## config.mk

```make
export PLATFORM = sky130hd
export DESIGN_NAME = ddr_act_guard
export DESIGN_NICKNAME = d
export VERILOG_FILES = /design/src/rtl/ddr_guard_pkg.sv /design/src/rtl/ddr_spacing_timer.sv /design/src/rtl/ddr_bank_timer.sv /design/src/rtl/ddr_faw_window.sv /design/src/rtl/ddr_act_guard.sv
export SDC_FILE = /design/constraint.sdc
export NUM_CORES = 1
export LEC_CHECK = 0
export BUFFER_PORTS_ARGS = -buffer_cell sky130_fd_sc_hd__buf_2
export CORE_UTILIZATION = 55
export DETAILED_ROUTE_END_ITERATION = 12
export GPL_TIMING_DRIVEN = 0
export HOLD_SLACK_MARGIN = 0.12
export PLACE_DENSITY = 0.72
export SLEW_MARGIN = 20
export SYNTH_ARGS = -nofsm -noshare
export SYNTH_HDL_FRONTEND = slang
export SYNTH_SLANG_ARGS = --single-unit
```

## constraint.sdc

```tcl
create_clock -name clk -period 4.1 [get_ports clk]
set_input_delay 0.41 -clock clk [delete_from_list [all_inputs] [get_ports clk]]
set_output_delay 0.41 -clock clk [all_outputs]
set_load 0.01 [all_outputs]
```

## src/rtl/ddr_guard_pkg.sv

```systemverilog
package ddr_guard_pkg;

    typedef enum logic [2:0] {
        OP_NOP  = 3'd0,
        OP_ACT  = 3'd1,
        OP_RD   = 3'd2,
        OP_WR   = 3'd3,
        OP_PRE  = 3'd4,
        OP_PREA = 3'd5
    } cmd_op_e;

endpackage

```

## src/rtl/ddr_spacing_timer.sv

```systemverilog
module ddr_spacing_timer #(
    parameter int TW = 6
) (
    input  logic          clk,
    input  logic          rst_n,
    input  logic          load_i,
    input  logic [TW-1:0] span_i,
    output logic          idle_o
);

    typedef struct packed {
        logic [TW-1:0] cnt;
    } spc_st_t;

    spc_st_t st_d, st_q;

    always_comb begin
        st_d = st_q;
        if (st_q.cnt != '0) begin
            st_d.cnt = st_q.cnt - TW'(1);
        end
        if (load_i) begin
            st_d.cnt = (span_i == '0) ? '0 : span_i - TW'(1);
        end
    end

    always_ff @(posedge clk) begin
        if (!rst_n) begin
            st_q <= '0;
        end else begin
            st_q <= st_d;
        end
    end

    assign idle_o = (st_q.cnt == '0);

endmodule

```

## src/rtl/ddr_bank_timer.sv

```systemverilog
module ddr_bank_timer #(
    parameter int TW = 6
) (
    input  logic          clk,
    input  logic          rst_n,
    input  logic          act_i,
    input  logic          pre_i,
    input  logic          prea_i,
    input  logic [TW-1:0] trc_i,
    input  logic [TW-1:0] trp_i,
    output logic          ready_o,
    output logic          open_o
);

    typedef struct packed {
        logic          open;
        logic [TW-1:0] trc;
        logic [TW-1:0] rp;
    } bank_st_t;

    bank_st_t st_d, st_q;

    function automatic logic [TW-1:0] dec_sat(input logic [TW-1:0] v);
        return (v == '0) ? v : v - TW'(1);
    endfunction

    function automatic logic [TW-1:0] first_val(input logic [TW-1:0] t);
        return (t == '0) ? '0 : t - TW'(1);
    endfunction

    always_comb begin
        st_d     = st_q;
        st_d.trc = dec_sat(st_q.trc);
        st_d.rp  = dec_sat(st_q.rp);
        if (act_i) begin
            st_d.open = 1'b1;
            st_d.trc  = first_val(trc_i);
        end
        if (pre_i) begin
            st_d.open = 1'b0;
            st_d.rp   = first_val(trp_i);
        end
        if (prea_i) begin
            st_d.open = 1'b0;
            st_d.rp   = trp_i;
        end
    end

    always_ff @(posedge clk) begin
        if (!rst_n) begin
            st_q <= '0;
        end else begin
            st_q <= st_d;
        end
    end

    assign ready_o = !st_q.open && (st_q.trc == '0) && (st_q.rp == '0);
    assign open_o  = st_q.open;

endmodule

```

## src/rtl/ddr_faw_window.sv

```systemverilog
module ddr_faw_window #(
    parameter int TW    = 6,
    parameter int DEPTH = 4
) (
    input  logic          clk,
    input  logic          rst_n,
    input  logic          act_i,
    input  logic [TW-1:0] tfaw_i,
    output logic          ready_o
);

    typedef struct packed {
        logic [DEPTH-1:0][TW-1:0] slot;
    } faw_st_t;

    faw_st_t st_d, st_q;

    function automatic logic [TW-1:0] dec_sat(input logic [TW-1:0] v);
        return (v == '0) ? v : v - TW'(1);
    endfunction

    always_comb begin
        st_d = st_q;
        for (int i = 0; i < DEPTH; i++) begin
            st_d.slot[i] = dec_sat(st_q.slot[i]);
        end
        if (act_i) begin
            st_d.slot[0] = (tfaw_i == '0) ? '0 : tfaw_i - TW'(1);
            for (int i = 1; i < DEPTH; i++) begin
                st_d.slot[i] = dec_sat(st_q.slot[i-1]);
            end
        end
    end

    always_ff @(posedge clk) begin
        if (!rst_n) begin
            st_q <= '0;
        end else begin
            st_q <= st_d;
        end
    end

    assign ready_o = (st_q.slot[DEPTH-1] == '0);

endmodule

```

## src/rtl/ddr_act_guard.sv

```systemverilog
module ddr_act_guard
    import ddr_guard_pkg::*;
#(
    parameter int NUM_BANKS = 8,
    parameter int TW        = 6,
    parameter int FAW_DEPTH = 4,
    parameter int DEF_TRC   = 4,
    parameter int DEF_TRRD  = 2,
    parameter int DEF_TFAW  = 8,
    parameter int DEF_TRP   = 2,
    localparam int BW       = $clog2(NUM_BANKS)
) (
    input  logic          clk,
    input  logic          rst_n,
    input  logic          cfg_load,
    input  logic [TW-1:0] cfg_trc,
    input  logic [TW-1:0] cfg_trrd,
    input  logic [TW-1:0] cfg_tfaw,
    input  logic [TW-1:0] cfg_trp,
    input  logic          monitor_only,
    input  logic          cmd_valid,
    input  logic [2:0]    cmd_op,
    input  logic [BW-1:0] cmd_bank,
    output logic          cmd_allow,
    output logic          cmd_stall,
    output logic          violation
);

    typedef struct packed {
        logic [TW-1:0] trc;
        logic [TW-1:0] trrd;
        logic [TW-1:0] tfaw;
        logic [TW-1:0] trp;
    } timing_cfg_t;

    typedef struct packed {
        timing_cfg_t cfg;
        logic        viol;
    } guard_st_t;

    guard_st_t st_d, st_q;
    timing_cfg_t cfg_q;

    cmd_op_e              op;
    logic                 is_act;
    logic                 rules_ok;
    logic                 act_go;
    logic                 pre_go;
    logic                 prea_go;
    logic                 rrd_idle;
    logic                 faw_ready;
    logic [NUM_BANKS-1:0] bank_ready;
    logic [NUM_BANKS-1:0] bank_open;
    logic [NUM_BANKS-1:0] bank_act;
    logic [NUM_BANKS-1:0] bank_pre;

    assign cfg_q   = st_q.cfg;
    assign op      = cmd_op_e'(cmd_op);
    assign is_act  = cmd_valid && (op == OP_ACT);
    assign pre_go  = cmd_valid && (op == OP_PRE);
    assign prea_go = cmd_valid && (op == OP_PREA);

    assign rules_ok  = bank_ready[cmd_bank] && rrd_idle && faw_ready;
    assign cmd_allow = !is_act || rules_ok || monitor_only;
    assign cmd_stall = is_act && !cmd_allow;
    assign act_go    = is_act && cmd_allow;

    generate
        for (genvar b = 0; b < NUM_BANKS; b++) begin : g_bank
            assign bank_act[b] = act_go && (cmd_bank == BW'(b));
            assign bank_pre[b] = pre_go && (cmd_bank == BW'(b));

            ddr_bank_timer #(.TW(TW)) u_bank (
                .clk     (clk),
                .rst_n   (rst_n),
                .act_i   (bank_act[b]),
                .pre_i   (bank_pre[b]),
                .prea_i  (prea_go),
                .trc_i   (cfg_q.trc),
                .trp_i   (cfg_q.trp),
                .ready_o (bank_ready[b]),
                .open_o  (bank_open[b])
            );
        end
    endgenerate

    ddr_spacing_timer #(.TW(TW)) u_rrd (
        .clk    (clk),
        .rst_n  (rst_n),
        .load_i (act_go),
        .span_i (cfg_q.trrd),
        .idle_o (rrd_idle)
    );

    ddr_faw_window #(.TW(TW), .DEPTH(FAW_DEPTH)) u_faw (
        .clk     (clk),
        .rst_n   (rst_n),
        .act_i   (act_go),
        .tfaw_i  (cfg_q.tfaw),
        .ready_o (faw_ready)
    );

    always_comb begin
        st_d      = st_q;
        st_d.viol = is_act && monitor_only && !rules_ok;
        if (cfg_load && !cmd_valid) begin
            st_d.cfg.trc  = cfg_trc;
            st_d.cfg.trrd = cfg_trrd;
            st_d.cfg.tfaw = cfg_tfaw;
            st_d.cfg.trp  = cfg_trp;
        end
    end

    always_ff @(posedge clk) begin
        if (!rst_n) begin
            st_q.cfg.trc  <= TW'(DEF_TRC);
            st_q.cfg.trrd <= TW'(DEF_TRRD);
            st_q.cfg.tfaw <= TW'(DEF_TFAW);
            st_q.cfg.trp  <= TW'(DEF_TRP);
            st_q.viol     <= 1'b0;
        end else begin
            st_q <= st_d;
        end
    end

    assign violation = st_q.viol;

endmodule

```

=== Yosys cells after proc, flatten, opt, wreduce, memory -nomap -nowiden ===
Index checks and enable logic that the tools add are counted.

* Bits in registers: 159
* Output and inout port bits: 3
* Input bits: 35

* $add $sub $neg: 25
* Muxes and demuxes: 53
* $lt $le $gt $ge: 1
* Reduce and logical (&&, ||, !) cells: 92
* Equal/unequal tests: 27
* Bitwise gates (word level): 1

{| class="wikitable"
|+ Operators by type and width
! operator !! number
|-
| $mux 6 || 50
|-
| $logic_not 6->1 || 25
|-
| $sub 6x1->6 const B || 25
|-
| $logic_and 1x1->1 || 42
|-
| $mux 24 || 1
|-
| $reduce_or 3->1 || 8
|-
| $ne 3x2->1 const B || 7
|-
| $eq 3x3->1 const B || 6
|-
| $ne 2x1->1 const B || 8
|-
| $logic_not 1->1 || 12
|-
| $eq 3x1->1 const B || 2
|-
| $eq 3x2->1 const B || 2
|-
| $reduce_bool 6->1 || 1
|-
| $lt 3x4->1 const B || 1
|-
| $bmux 1 s3 || 1
|-
| $logic_not 3->1 || 1
|-
| $ne 3x1->1 const B || 1
|-
| $logic_or 1x1->1 || 2
|-
| $ne 2x2->1 const B || 1
|-
| $reduce_bool 2->1 || 1
|-
| $mux 1 || 1
|-
| $not 1->1 || 1
|}

=== Longest topological paths before layout ===
Gate-level depths: netlist (run 1).

* Word-level depth: 12
* Depth in mapped cells: 11
* Gate-level depth less buffers: 9

=== By module ===
A second synthesis (run 1) with hierarchy kept.

* Cell total of the unflattened synthesis: 1368
* Area, all modules: 11148.2 um^2

{| class="wikitable"
|+ Modules (own cells, without submodules)
! module !! sequential area each (um^2) !! instances !! area each (um^2) !! cells an instance
|-
| ddr_bank_timer || 260.2 || 8 || 1004.7 || 125
|-
| ddr_faw_window || 480.5 || 1 || 1418.9 || 161
|-
| ddr_act_guard || 500.5 || 1 || 1224.9 || 157
|-
| ddr_spacing_timer || 120.1 || 1 || 466.7 || 50
|}

=== Worst setup path before layout (run 1) ===
No wires, ideal clock.

* Path kind: flip-flop to flip-flop
* Start point: reg g_bank[2].u_bank.st_q[6] (netlist name)
* End point: reg g_bank[3].u_bank.st_q[7] (netlist name)
* Stages on the path, launching flop included: 11
* Library setup time: 0.129 ns
* Slack: 1.605 ns
* Required time: 3.971 ns
* Arrival time: 2.366 ns
* Cell sequence: dfxtp_1 inv_1 ha_1 nand3b_4 o41ai_2 nor3_1 o41a_1 buf_6 or4_1 buf_6 mux2i_1

* Word-level cells in the longest chain between the ends: 12
* Elaborated cells on any way between the ends: 13
* Those cells by class: eq/ne (1); mux (3); reduce/logical (9)

{| class="wikitable"
|+ Ends and longest elaborated chain
! element !! RTL line !! text
|-
| from (decl) || ddr_bank_timer.sv:21 || <nowiki>bank_st_t st_d, st_q;</nowiki>
|-
| from (signal assigned) || ddr_bank_timer.sv:53 || <nowiki>st_q <= st_d;</nowiki>
|-
| $logic_not 6->1 * || ddr_bank_timer.sv:57 || <nowiki>assign ready_o = !st_q.open && (st_q.trc == '0) && (st_q.rp == '0);</nowiki>
|-
| $logic_and 1x1->1 * (2 in a row) || ddr_bank_timer.sv:57 ||
|-
| $bmux 1 s3 * || ddr_act_guard.sv:63 || <nowiki>assign rules_ok = bank_ready[cmd_bank] && rrd_idle && faw_ready;</nowiki>
|-
| $mux 1 (not written as such) * || ddr_act_guard.sv:63 ||
|-
| $logic_and 1x1->1 * (2 in a row) || ddr_act_guard.sv:63 ||
|-
| $logic_or 1x1->1 * (2 in a row) || ddr_act_guard.sv:64 || <nowiki>assign cmd_allow = !is_act || rules_ok || monitor_only;</nowiki>
|-
| $logic_and 1x1->1 * || ddr_act_guard.sv:66 || <nowiki>assign act_go = is_act && cmd_allow;</nowiki>
|-
| $logic_and 1x1->1 * || ddr_act_guard.sv:70 || <nowiki>assign bank_act[b] = act_go && (cmd_bank == BW'(b));</nowiki>
|-
| $ne 2x1->1 (no source line) / $mux 6 (equally long branches) || n/a ||
|-
| to (signal assigned) || ddr_bank_timer.sv:53 ||
|-
| to (decl) || ddr_bank_timer.sv:21 ||
|}

Every way passes the cells marked *; elsewhere a longest branch is shown, timed or not. The select of a mux whose other input is x is not followed.
A chain may end at the register's enable or synchronous reset.

=== Final worst setup path (run 1) ===
* Start point: reg g_bank[5].u_bank.st_q[8] (netlist name)
* End point: out cmd_stall

* Word-level cells in the longest chain between the ends: 11

{| class="wikitable"
|+ Ends and longest elaborated chain
! element !! RTL line !! text
|-
| from (decl) || ddr_bank_timer.sv:21 ||
|-
| from (signal assigned) || ddr_bank_timer.sv:53 ||
|-
| $logic_not 6->1 || ddr_bank_timer.sv:57 ||
|-
| $logic_and 1x1->1 (2 in a row) || ddr_bank_timer.sv:57 ||
|-
| $bmux 1 s3 || ddr_act_guard.sv:63 ||
|-
| $mux 1 (not written as such) || ddr_act_guard.sv:63 ||
|-
| $logic_and 1x1->1 (2 in a row) || ddr_act_guard.sv:63 ||
|-
| $logic_or 1x1->1 (2 in a row) || ddr_act_guard.sv:64 ||
|-
| $logic_not 1->1 || ddr_act_guard.sv:65 || <nowiki>assign cmd_stall = is_act && !cmd_allow;</nowiki>
|-
| $logic_and 1x1->1 || ddr_act_guard.sv:65 ||
|-
| to (decl) || ddr_act_guard.sv:25 || <nowiki>output logic cmd_stall,</nowiki>
|}

Every way passes these cells. The select of a mux whose other input is x is not followed.

==> results of run 1 <==
-- cell type report --
cell class	count	area, um^2	area share [%]
buffer	44	189	1.85
clock buffer	19	443	4.33
clock inverter	13	153	1.49
inverter	60	225	2.20
multi-input combinational	848	5580	54.5
sequential	159	3180	31.1
tap	216	270	2.64
timing repair buffer	37	185	1.81
-- cells by family after synthesis --
group,Yosys count,synth area share (%)
AOI/OAI and AO/OA,176,12.0
xor gates and xnor gates,114,10.9
adders and majority gates,47,6.41
buffers and inverters,104,4.52
DFF,159,34.7
muxes,71,7.85
and+or+nand+nor,440,23.7
-- flip-flops by register name, indices dropped and copies added (netlist names) --
| register | flops |
|---|---|
| g_bank.u_bank.open_o | 8 |
| violation | 1 |
| u_rrd.st_q | 6 |
| u_faw.st_q | 24 |
| g_bank.u_bank.st_q | 96 |
| cfg_q | 24 |
-- worst min path at each step --
stage	start	to	depth (start not counted)
after floorplan	g_bank[6].u_bank.open_o	g_bank[6].u_bank.open_o	2
after global placement	g_bank[5].u_bank.open_o	g_bank[5].u_bank.open_o	2
after detailed placement	g_bank[6].u_bank.open_o	g_bank[6].u_bank.open_o	2
after CTS	cfg_tfaw[3]	cfg_q[9]	3
after global routing	cfg_tfaw[3]	cfg_q[9]	3
final	cfg_tfaw[3]	cfg_q[9]	3
-- synth_stat cells (2+ instances only) --
cell type	number
nand2_1	175
dfxtp_1	159
a21oi_1	90
nor2_1	70
nand3_1	69
xnor2_1	67
mux2i_1	64
inv_1	59
o211ai_1	48
ha_1	47
xor2_1	47
nor3_1	45
clkbuf_1	35
o21ai_0	14
nand3b_1	12
or3_1	10
mux2_2	7
nand2b_1	7
o31ai_1	6
nor2b_1	5
nor4_1	5
o211a_1	5
or4_1	5
a21o_1	4
buf_1	4
nand4_1	4
nor3b_1	4
nor4_4	4
nand3b_2	3
nor3_2	3
or2_2	3
and2_1	2
buf_4	2
buf_6	2
nand4_2	2
nand4b_1	2
nor4b_1	2
nor4bb_1	2
o41ai_1	2
o41ai_2	2
-- stage by stage --
stage               util, %  cell area (um^2)
floorplan                 -              9170
global placement       59.9              9620
detailed placement     60.0              9630
CTS                    63.7             10200
global route           63.7             10200
finish                 63.7             10200
-- worst min-delay path, stage by stage --
cell	delay (ps)
buf_2	70
nand2_1	40
nand3_1	70
-- power breakdown --
part           total [mW]  internal, mW  switching (mW)
sequential           2.50          2.09           0.414
clock                1.62         0.926           0.694
combinational        4.11          1.91            2.19
total                8.23          4.93            3.30
-- cells in the final DEF (no fill, tap or decap), drive strengths merged, types with 6 or more instances in the layout --
| cell | netlist | final |
|---|---|---|
| nand2 | 176 | 176 |
| dfxtp | 159 | 159 |
| a21oi | 90 | 90 |
| nor2 | 71 | 71 |
| nand3 | 69 | 69 |
| xnor2 | 67 | 67 |
| mux2i | 64 | 64 |
| inv | 59 | 64 |
| clkbuf | 35 | 54 |
| nor3 | 49 | 49 |
| o211ai | 48 | 48 |
| xor2 | 47 | 47 |
| ha | 47 | 47 |
| buf | 9 | 46 |
| nand3b | 16 | 16 |
| o21ai | 15 | 15 |
| or3 | 10 | 10 |
| nor4 | 9 | 9 |
| nand2b | 7 | 7 |
| mux2 | 7 | 7 |
| o31ai | 6 | 6 |
| nand4 | 6 | 6 |
-- metal layers --
| metal | track usage [%] | wire [um] | vias to the layer above |
|---|---|---|---|
| met4 | 10.1 | 464 | 0 |
| li1 | - | - | 3940 |
| met3 | 5.05 | 1480 | 44 |
| met2 | 44.1 | 10300 | 243 |
| met1 | 36.7 | 10600 | 3616 |
| met5 | 0 | 0 | - |
==> results.sh, run 1 <==
export IMPL_outcome="complete, no violations"
export IMPL_syn_cell_area_um2=9170
export IMPL_yosysWarnings=0
export IMPL_setup_tns_ps=0
export IMPL_ant_nets=0
export IMPL_worstSkewPairLatency_ps=440
export IMPL_syn_nets=1193
export IMPL_startpoint_type="flop"
export IMPL_hold_viol_final=0
export IMPL_routed_via_density=5.62
export IMPL_cpMostUsedCell="nor4_1"
export IMPL_crit_buf_inv=2
export IMPL_clockBufferDepth=2
export IMPL_clk_pin_slew_ps=70
export IMPL_nFillCells=1398
export IMPL_coreArea_um2=16100
export IMPL_reg2reg_depth=7
export IMPL_ctsHoldBuffers=0
export IMPL_ys_async_sr_fraction_pct=0
export IMPL_portBuffers=37
export IMPL_yosysUniqueCellTypes=53
export IMPL_wl_per_cell_um=16.4
export IMPL_first_pass_iters=7
export IMPL_synth_edff_count=0
export IMPL_grt_pass1_vias=7380
export IMPL_reg2reg_from="g_bank[5].u_bank.st_q[8]"
export IMPL_cpPeakStageDelay_ps=520
export IMPL_fmax_ghz=0.300
export IMPL_die_x_um=131
export IMPL_io_pins=38
export IMPL_endpoint="cmd_stall"
export IMPL_crit_path_start="g_bank[5].u_bank.st_q[8]"
export IMPL_finalNetCount=1249
export IMPL_area_delta_synth_final_pct=11.5
export IMPL_cts_setup_buffers=0
export IMPL_ctsResizeCount=0
export IMPL_layout_drive_gt1_share_pct=8.64
export IMPL_hold_ws_ps=191
export IMPL_worst_slew_pin_slew_ps=998
export IMPL_crit_cells=8
export IMPL_crit_slowest_cell="nor4_1"
export IMPL_grt_max_degree=17
export IMPL_drc_errors=0
export IMPL_start_util_pct=57.1
export IMPL_setup_viol=0
export IMPL_rsz0062_at_grt="no"
export IMPL_yosysSeqAreaShare_pct=34.7
export IMPL_fin_cells=1396
export IMPL_dr_total_vias=7843
export IMPL_total_power_mw=8.23
export IMPL_grt_pass1_wl_mm=37.2
export IMPL_worst_path_max_fanout=8
export IMPL_synth_area_leaders="dfxtp_1, nand2_1, mux2i_1, ha_1, xnor2_1"
export IMPL_skew_ps=9.57
export IMPL_worst_ep_required_time_ps=3690
export IMPL_place_gp_congestion=0.886
export IMPL_irDropWorstVdd_mv=0.431
export IMPL_slew_headroom_pct=32.7
export IMPL_die_area_um2=17200
export IMPL_fin_crit_sh_pct=81.4
export IMPL_path_cells="nor3_1 > nand3b_1 > nor4_1 > nor4_1 > or4_1 > nand3_1 > inv_1 > buf_2"
export IMPL_fin_ws_ps=763
export IMPL_dp_cells=1364
export IMPL_ys_ff_latch=159
export IMPL_cts_tree="yes"
export IMPL_synth_flop_cell="dfxtp_1"
export IMPL_rrSetupSlack_ps=770
export IMPL_p_per_area_nw_per_um2=805
export IMPL_routed_wl_mm=22.9
export IMPL_syn_area_per_cell_um2=8.25
export IMPL_hp_class="input port to flop"
export IMPL_leakage_nw=4.37
export IMPL_clockRootBuffer="clkbuf_16"
export IMPL_num_antenna_cells=0
export IMPL_timing_max_cap_violations=0
export IMPL_antenna_found_initial=0
export IMPL_fin_crit_ps=3340
export IMPL_slew_viol_final=0
export IMPL_crit_path_end_kind="output pin"
export IMPL_syn_inst=1111
export IMPL_crit_type="flop to output pin"
export IMPL_die_h_um=131
export IMPL_path_delay_family="simple AND/OR/NAND/NOR gates"
export IMPL_synth_top_area_cell="dfxtp_1"
export IMPL_overflow=0
export IMPL_drt_initial_drc_count=456
export IMPL_r2r_end="g_bank[5].u_bank.open_o"
export IMPL_grt_total_usage_pct=27.5
export IMPL_num_rows=46
export IMPL_cts_buffers=17
export IMPL_ctsHtreeMaxLevel=4
export IMPL_hpwlAfterDp_mm=16.1
export IMPL_worstPathArrival_ps=2930
export IMPL_yosysTopAreaCellShare_pct=34.7
export IMPL_place_ws_ps=855
export IMPL_cts_sinks=159
Power figures use the tool's default switching activity.
==> inputs of run 2 (changes only) <==
- PLACE_DENSITY: 0.72 -> 0.75
- clock period: 4.1 -> 2.7 ns (I/O delays scaled with it)
==> run 2 against run 1 <==
- the run now ends with negative setup slack left
- register-to-register slack got worse by 910 ps
- highest routed layer unchanged
- largest cell class unchanged
- global-route usage increased by 1.8 points
- cell count increased by 5.4%
- die area did not move
- final area increased by 12%
==> results.sh, run 2 (synthesis results as in run 1) <==
export IMPL_fin_ws_ps=-139
export IMPL_largest_reg_flops=96
export IMPL_drc_errors=0
export IMPL_post_dp_cell_area_um2=9630
export IMPL_crit_type="flop to flop"
export IMPL_hp_class="input port to flop"
export IMPL_finalNetCount=1324
export IMPL_multi_input_area_um2=5960
export IMPL_die_h_um=131
export IMPL_leakage_nw=4.90
export IMPL_wl_per_cell_um=17.8
export IMPL_power_switching_mw=5.56
export IMPL_clockBufferDepth=2
export IMPL_power_frac_comb_pct=52.6
export IMPL_worst_slew_pin_slew_ps=1130
export IMPL_fin_crit_sh_pct=105
export IMPL_routed_wl_mm=26.3
export IMPL_seqCellArea_um2=3200
export IMPL_drt_initial_drc_count=647
export IMPL_place_ws_ps=-456
export IMPL_p_per_area_nw_per_um2=1220
export IMPL_skew_ps=9.69
export IMPL_worstSkewPairLatency_ps=440
export IMPL_total_power_mw=13.9
export IMPL_die_x_um=131
export IMPL_fin_crit_ps=2840
export IMPL_grt_max_degree=17
export IMPL_num_rows=46
export IMPL_layout_drive_gt1_share_pct=17.6
export IMPL_clk_pin_slew_ps=60
export IMPL_io_pins=38
export IMPL_cts_tree="yes"
export IMPL_fmax_ghz=0.352
export IMPL_grt_pass1_vias=8181
export IMPL_grtUsageMet1_pct=36.9
export IMPL_ctsHtreeMaxLevel=4
export IMPL_die_area_um2=17200
export IMPL_final_area_um2=11400
export IMPL_fin_cells=1472
export IMPL_ant_nets=0
export IMPL_use_met2_pct=49.6
export IMPL_regMostFlops="g_bank.u_bank.st_q"
export IMPL_p_seq_share_pct=28.5
export IMPL_cts_sinks=159
export IMPL_layout_common_cells="nand2_1, dfxtp_1, a21oi_1"
export IMPL_cts_buffers=17
export IMPL_worstPathArrival_ps=3130
export IMPL_startpoint_type="flop"
export IMPL_start_util_pct=57.1
export IMPL_grtUsageMet3_pct=4.48
export IMPL_place_gp_congestion=0.876
export IMPL_timing_max_cap_violations=0
export IMPL_slew_headroom_pct=24.5
export IMPL_irDropWorstVdd_mv=0.600
export IMPL_area_delta_synth_final_pct=24.4
export IMPL_outcome="complete, but fails checks"
export IMPL_worst_path_max_fanout=7
export IMPL_busiest_layer="met2"
export IMPL_setup_viol=44
export IMPL_power_frac_clock_pct=18.9
export IMPL_p_int_mw=8.32
export IMPL_antenna_found_initial=1
export IMPL_grt_total_usage_pct=29.3
export IMPL_grt_pass1_wl_mm=40.2
export IMPL_nFillCells=1164
export IMPL_overflow=0
export IMPL_worst_ep_required_time_ps=2990
export IMPL_clockRootBuffer="clkbuf_16"
export IMPL_routed_via_density=5.78
export IMPL_final_common_cell="nand2_1"
export IMPL_coreArea_um2=16100
export IMPL_hpwlAfterDp_mm=16.4
export IMPL_portBuffers=37
export IMPL_dp_cells=1364
export IMPL_first_pass_iters=5
export IMPL_slew_viol_final=0
export IMPL_dr_total_vias=8512
export IMPL_crit_path_end_kind="flop"
export IMPL_violations="negative setup slack"
export IMPL_p_sw_share_pct=40.0
export IMPL_rsz0062_at_grt="yes"
export IMPL_utilization_pct=71.0
export IMPL_hold_viol_final=0
run 2: layout make-up:
| class | count | share of cell area [%] |
|---|---|---|
| multi-input combinational | 848 | 52.3 |
| buffer | 41 | 1.62 |
| tap | 216 | 2.37 |
| antenna | 1 | 0.0219 |
| clock inverter | 12 | 1.59 |
| clock buffer | 20 | 4.00 |
| sequential | 159 | 28.1 |
| inverter | 60 | 2.00 |
| timing repair buffer | 115 | 8.04 |
run 2: what timing repair did:
| item | 4_1_cts | 5_1_grt |
|---|---|---|
| setup buffers | 25 | 28 |
| hold endpoints to repair | 24 | 0 |
| gates resized for setup | 57 | 50 |
| hold buffers | 24 | 0 |
| endpoints found under the setup margin | 88 | 82 |
| pin swaps | 26 | 30 |
| cloned | 0 | 1 |
run 2: routing by layer:
metal | part of all wire [%] | routed length, um
met5 | 0 | 0
met4 | 2.8 | 737
met3 | 6.0 | 1570
met2 | 49 | 12800
met1 | 42 | 11100
run 2: path summary, 6_finish.rpt:
path | cells past startpoint | startpoint | slack (ps) | end
hold / removal | 4 | cfg_load | 240 | cfg_q[2]
hold reg to reg | 2 | g_bank[3].u_bank.open_o | 460 | g_bank[3].u_bank.open_o
setup reg to reg | 9 | g_bank[4].u_bank.st_q[10] | -140 | g_bank[3].u_bank.st_q[8]
setup / recovery | 9 | g_bank[4].u_bank.st_q[10] | -140 | g_bank[3].u_bank.st_q[8]
run 2: worst max-delay path, cell delays in order (launching register included):
cell and delay [ps]:
dfxtp_2 340, nor3_4 250, nand3b_4 160, o41ai_4 360, nor4_4 100, buf_4 160
o41a_1 460, buf_6 180, or4_4 520, mux2i_1 160
run 2: metrics by stage:
stage | TNS, ps | hold slack, ps
2_1_floorplan | 0 | 394
3_3_place_gp | -16660 | 435
3_5_place_dp | -20210 | 434
4_1_cts | -813 | 207
5_1_grt | -11090 | 237
6_report | -3200 | 239
run 2: power by group through the flow:
stage                     logic [mW]  registers, mW  clock network, mW
after CTS                       6.73           3.85               2.64
after detailed placement        6.18           3.83                  0
after global placement          6.02           3.81                  0
after global routing            8.10           4.04               2.74
final                           7.30           3.95               2.62
after floorplan                 5.22           3.69                  0
==> inputs of run 3 (changes only) <==
- CORE_ASPECT_RATIO: not set -> 0.75
==> run 3 against run 2 <==
- the run still ends with negative setup slack left
- hold slack lost 28 ps
- sequential cell count is the same
- critical path depth shrank 1
- maximum frequency grew 3.4%
- cell count shrank 1.6%
==> results.sh, run 3 (synthesis results as in run 1) <==
export IMPL_worst_slew_pin_slew_ps=963
export IMPL_cts_tree="yes"
export IMPL_drc_errors=0
export IMPL_dr_total_vias=8319
export IMPL_layout_common_cells="nand2_1, dfxtp_1, a21oi_1"
export IMPL_skew_ps=9.19
export IMPL_worst_ep_required_time_ps=2430
export IMPL_startpoint_type="flop"
export IMPL_first_pass_iters=5
export IMPL_irDropWorstVdd_mv=0.753
export IMPL_reg2reg_depth=8
export IMPL_slew_viol_final=0
export IMPL_utilization_pct=68.2
export IMPL_fin_crit_sh_pct=102
export IMPL_rsz0062_at_grt="yes"
export IMPL_hp_class="input port to flop"
export IMPL_clockBufferDepth=2
export IMPL_worst_path_max_fanout=3
export IMPL_finalNetCount=1309
export IMPL_outcome="complete, but fails checks"
export IMPL_p_per_area_nw_per_um2=1210
export IMPL_grt_pass1_vias=7801
export IMPL_drt_initial_drc_count=711
export IMPL_area_delta_synth_final_pct=20.2
export IMPL_setup_tns_ps=-210
export IMPL_timing_max_cap_violations=0
export IMPL_ctsHtreeMaxLevel=4
export IMPL_leakage_nw=4.75
export IMPL_violations="negative setup slack"
export IMPL_reg2reg_from="g_bank[3].u_bank.st_q[4]"
export IMPL_fin_crit_ps=2740
export IMPL_ant_nets=0
export IMPL_die_area_um2=17200
export IMPL_regMostFlops="g_bank.u_bank.st_q"
export IMPL_hp_start="cfg_load"
export IMPL_portBuffers=37
export IMPL_cts_buffers=17
export IMPL_hold_end="cfg_q[2]"
export IMPL_crit_path_start="g_bank[3].u_bank.st_q[4]"
export IMPL_cts_sinks=159
export IMPL_fmax_ghz=0.364
export IMPL_hold_viol_final=0
export IMPL_wl_per_cell_um=17.6
export IMPL_crit_type="flop to output pin"
export IMPL_rrSetupSlack_ps=-40
export IMPL_clk_pin_slew_ps=70
export IMPL_slew_headroom_pct=35.5
export IMPL_crit_path_end_kind="output pin"
export IMPL_layout_drive_gt1_share_pct=14.5
export IMPL_setup_viol=8
export IMPL_largest_reg_flops=96
export IMPL_hpwlAfterDp_mm=16.8
export IMPL_die_x_um=151
export IMPL_routed_via_density=5.74
export IMPL_antenna_found_initial=0
export IMPL_grt_max_degree=17
export IMPL_r2r_end="g_bank[3].u_bank.st_q[8]"
export IMPL_start_util_pct=56.7
export IMPL_grt_total_usage_pct=30.5
export IMPL_die_h_um=114
export IMPL_final_common_cell="nand2_1"
export IMPL_worstSkewPairLatency_ps=440
export IMPL_grt_pass1_wl_mm=40.4
export IMPL_place_gp_congestion=0.916
export IMPL_fin_ws_ps=-44.2
export IMPL_total_power_mw=13.4
export IMPL_overflow=0
export IMPL_io_pins=38
export IMPL_num_rows=40
export IMPL_num_antenna_cells=0
export IMPL_worstPathArrival_ps=2470
export IMPL_clockRootBuffer="clkbuf_16"
export IMPL_min_path_cells=4
export IMPL_coreArea_um2=16200
export IMPL_routed_wl_mm=25.5
[run 3: through the flow]
stage / instances / worst slack, ps / hold slack (ps) / cell area (um^2)
finish: 1449 / -44.2 / 212 / 11000
global placement: 1358 / -513 / 433 / 9620
CTS: 1433 / -33.0 / 182 / 10900
global route: 1449 / -111 / 216 / 11000
floorplan: 1111 / 205 / 394 / 9170
detailed placement: 1358 / -520 / 437 / 9620
[run 3: metal layers]
layer | global-route usage (%) | vias up | part of all wire, %
met2 | 47.7 | 292 | 45
met3 | 7.20 | 27 | 8.0
li1 | - | 4070 | -
met5 | 0 | - | 0
met4 | 6.80 | 0 | 1.1
met1 | 42.5 | 3930 | 46
[run 3: power breakdown]
part	internal [mW]	switching (mW)	leakage, nW	total (mW)
logic	3.40	3.68	3.16	7.08
registers	3.18	0.721	1.31	3.90
clock network	1.38	1.02	0.274	2.40
[run 3: worst max path at each step]
stage	end	cells past startpoint	slack, ps
after detailed placement	g_bank[5].u_bank.st_q[11]	7	-520
after floorplan	g_bank[3].u_bank.st_q[7]	10	200
after global placement	g_bank[5].u_bank.st_q[10]	7	-510
final	cmd_stall	8	-40
after global routing	cmd_stall	8	-110
after CTS	cmd_stall	8	-30
[run 3: what timing repair did]
action	in CTS	in global routing
gates resized for setup	41	18
hold buffers	24	0
pin swaps	19	14
hold endpoints to repair	24	0
endpoints found under the setup margin	88	82
cloned	0	1
setup buffers	22	17
[run 3: cell type report]
class                   count  area (um^2)
plain buffers              40          170
well taps                 210          263
flip-flops and latches    159         3190
multi-input cells         848         5850
repair buffers            101          748
clock inverters            13          140
clock buffers              18          439
inverters                  60          225
fillers                  1246         5140
[run 3: worst max-delay path: stages (launching register included)]
cell,delay (ps)
dfxtp_2,330
nor3_2,210
nand3b_1,250
o32ai_4,360
nor3_4,90
or4_4,550
nand3_2,100
inv_1,40
buf_2,120
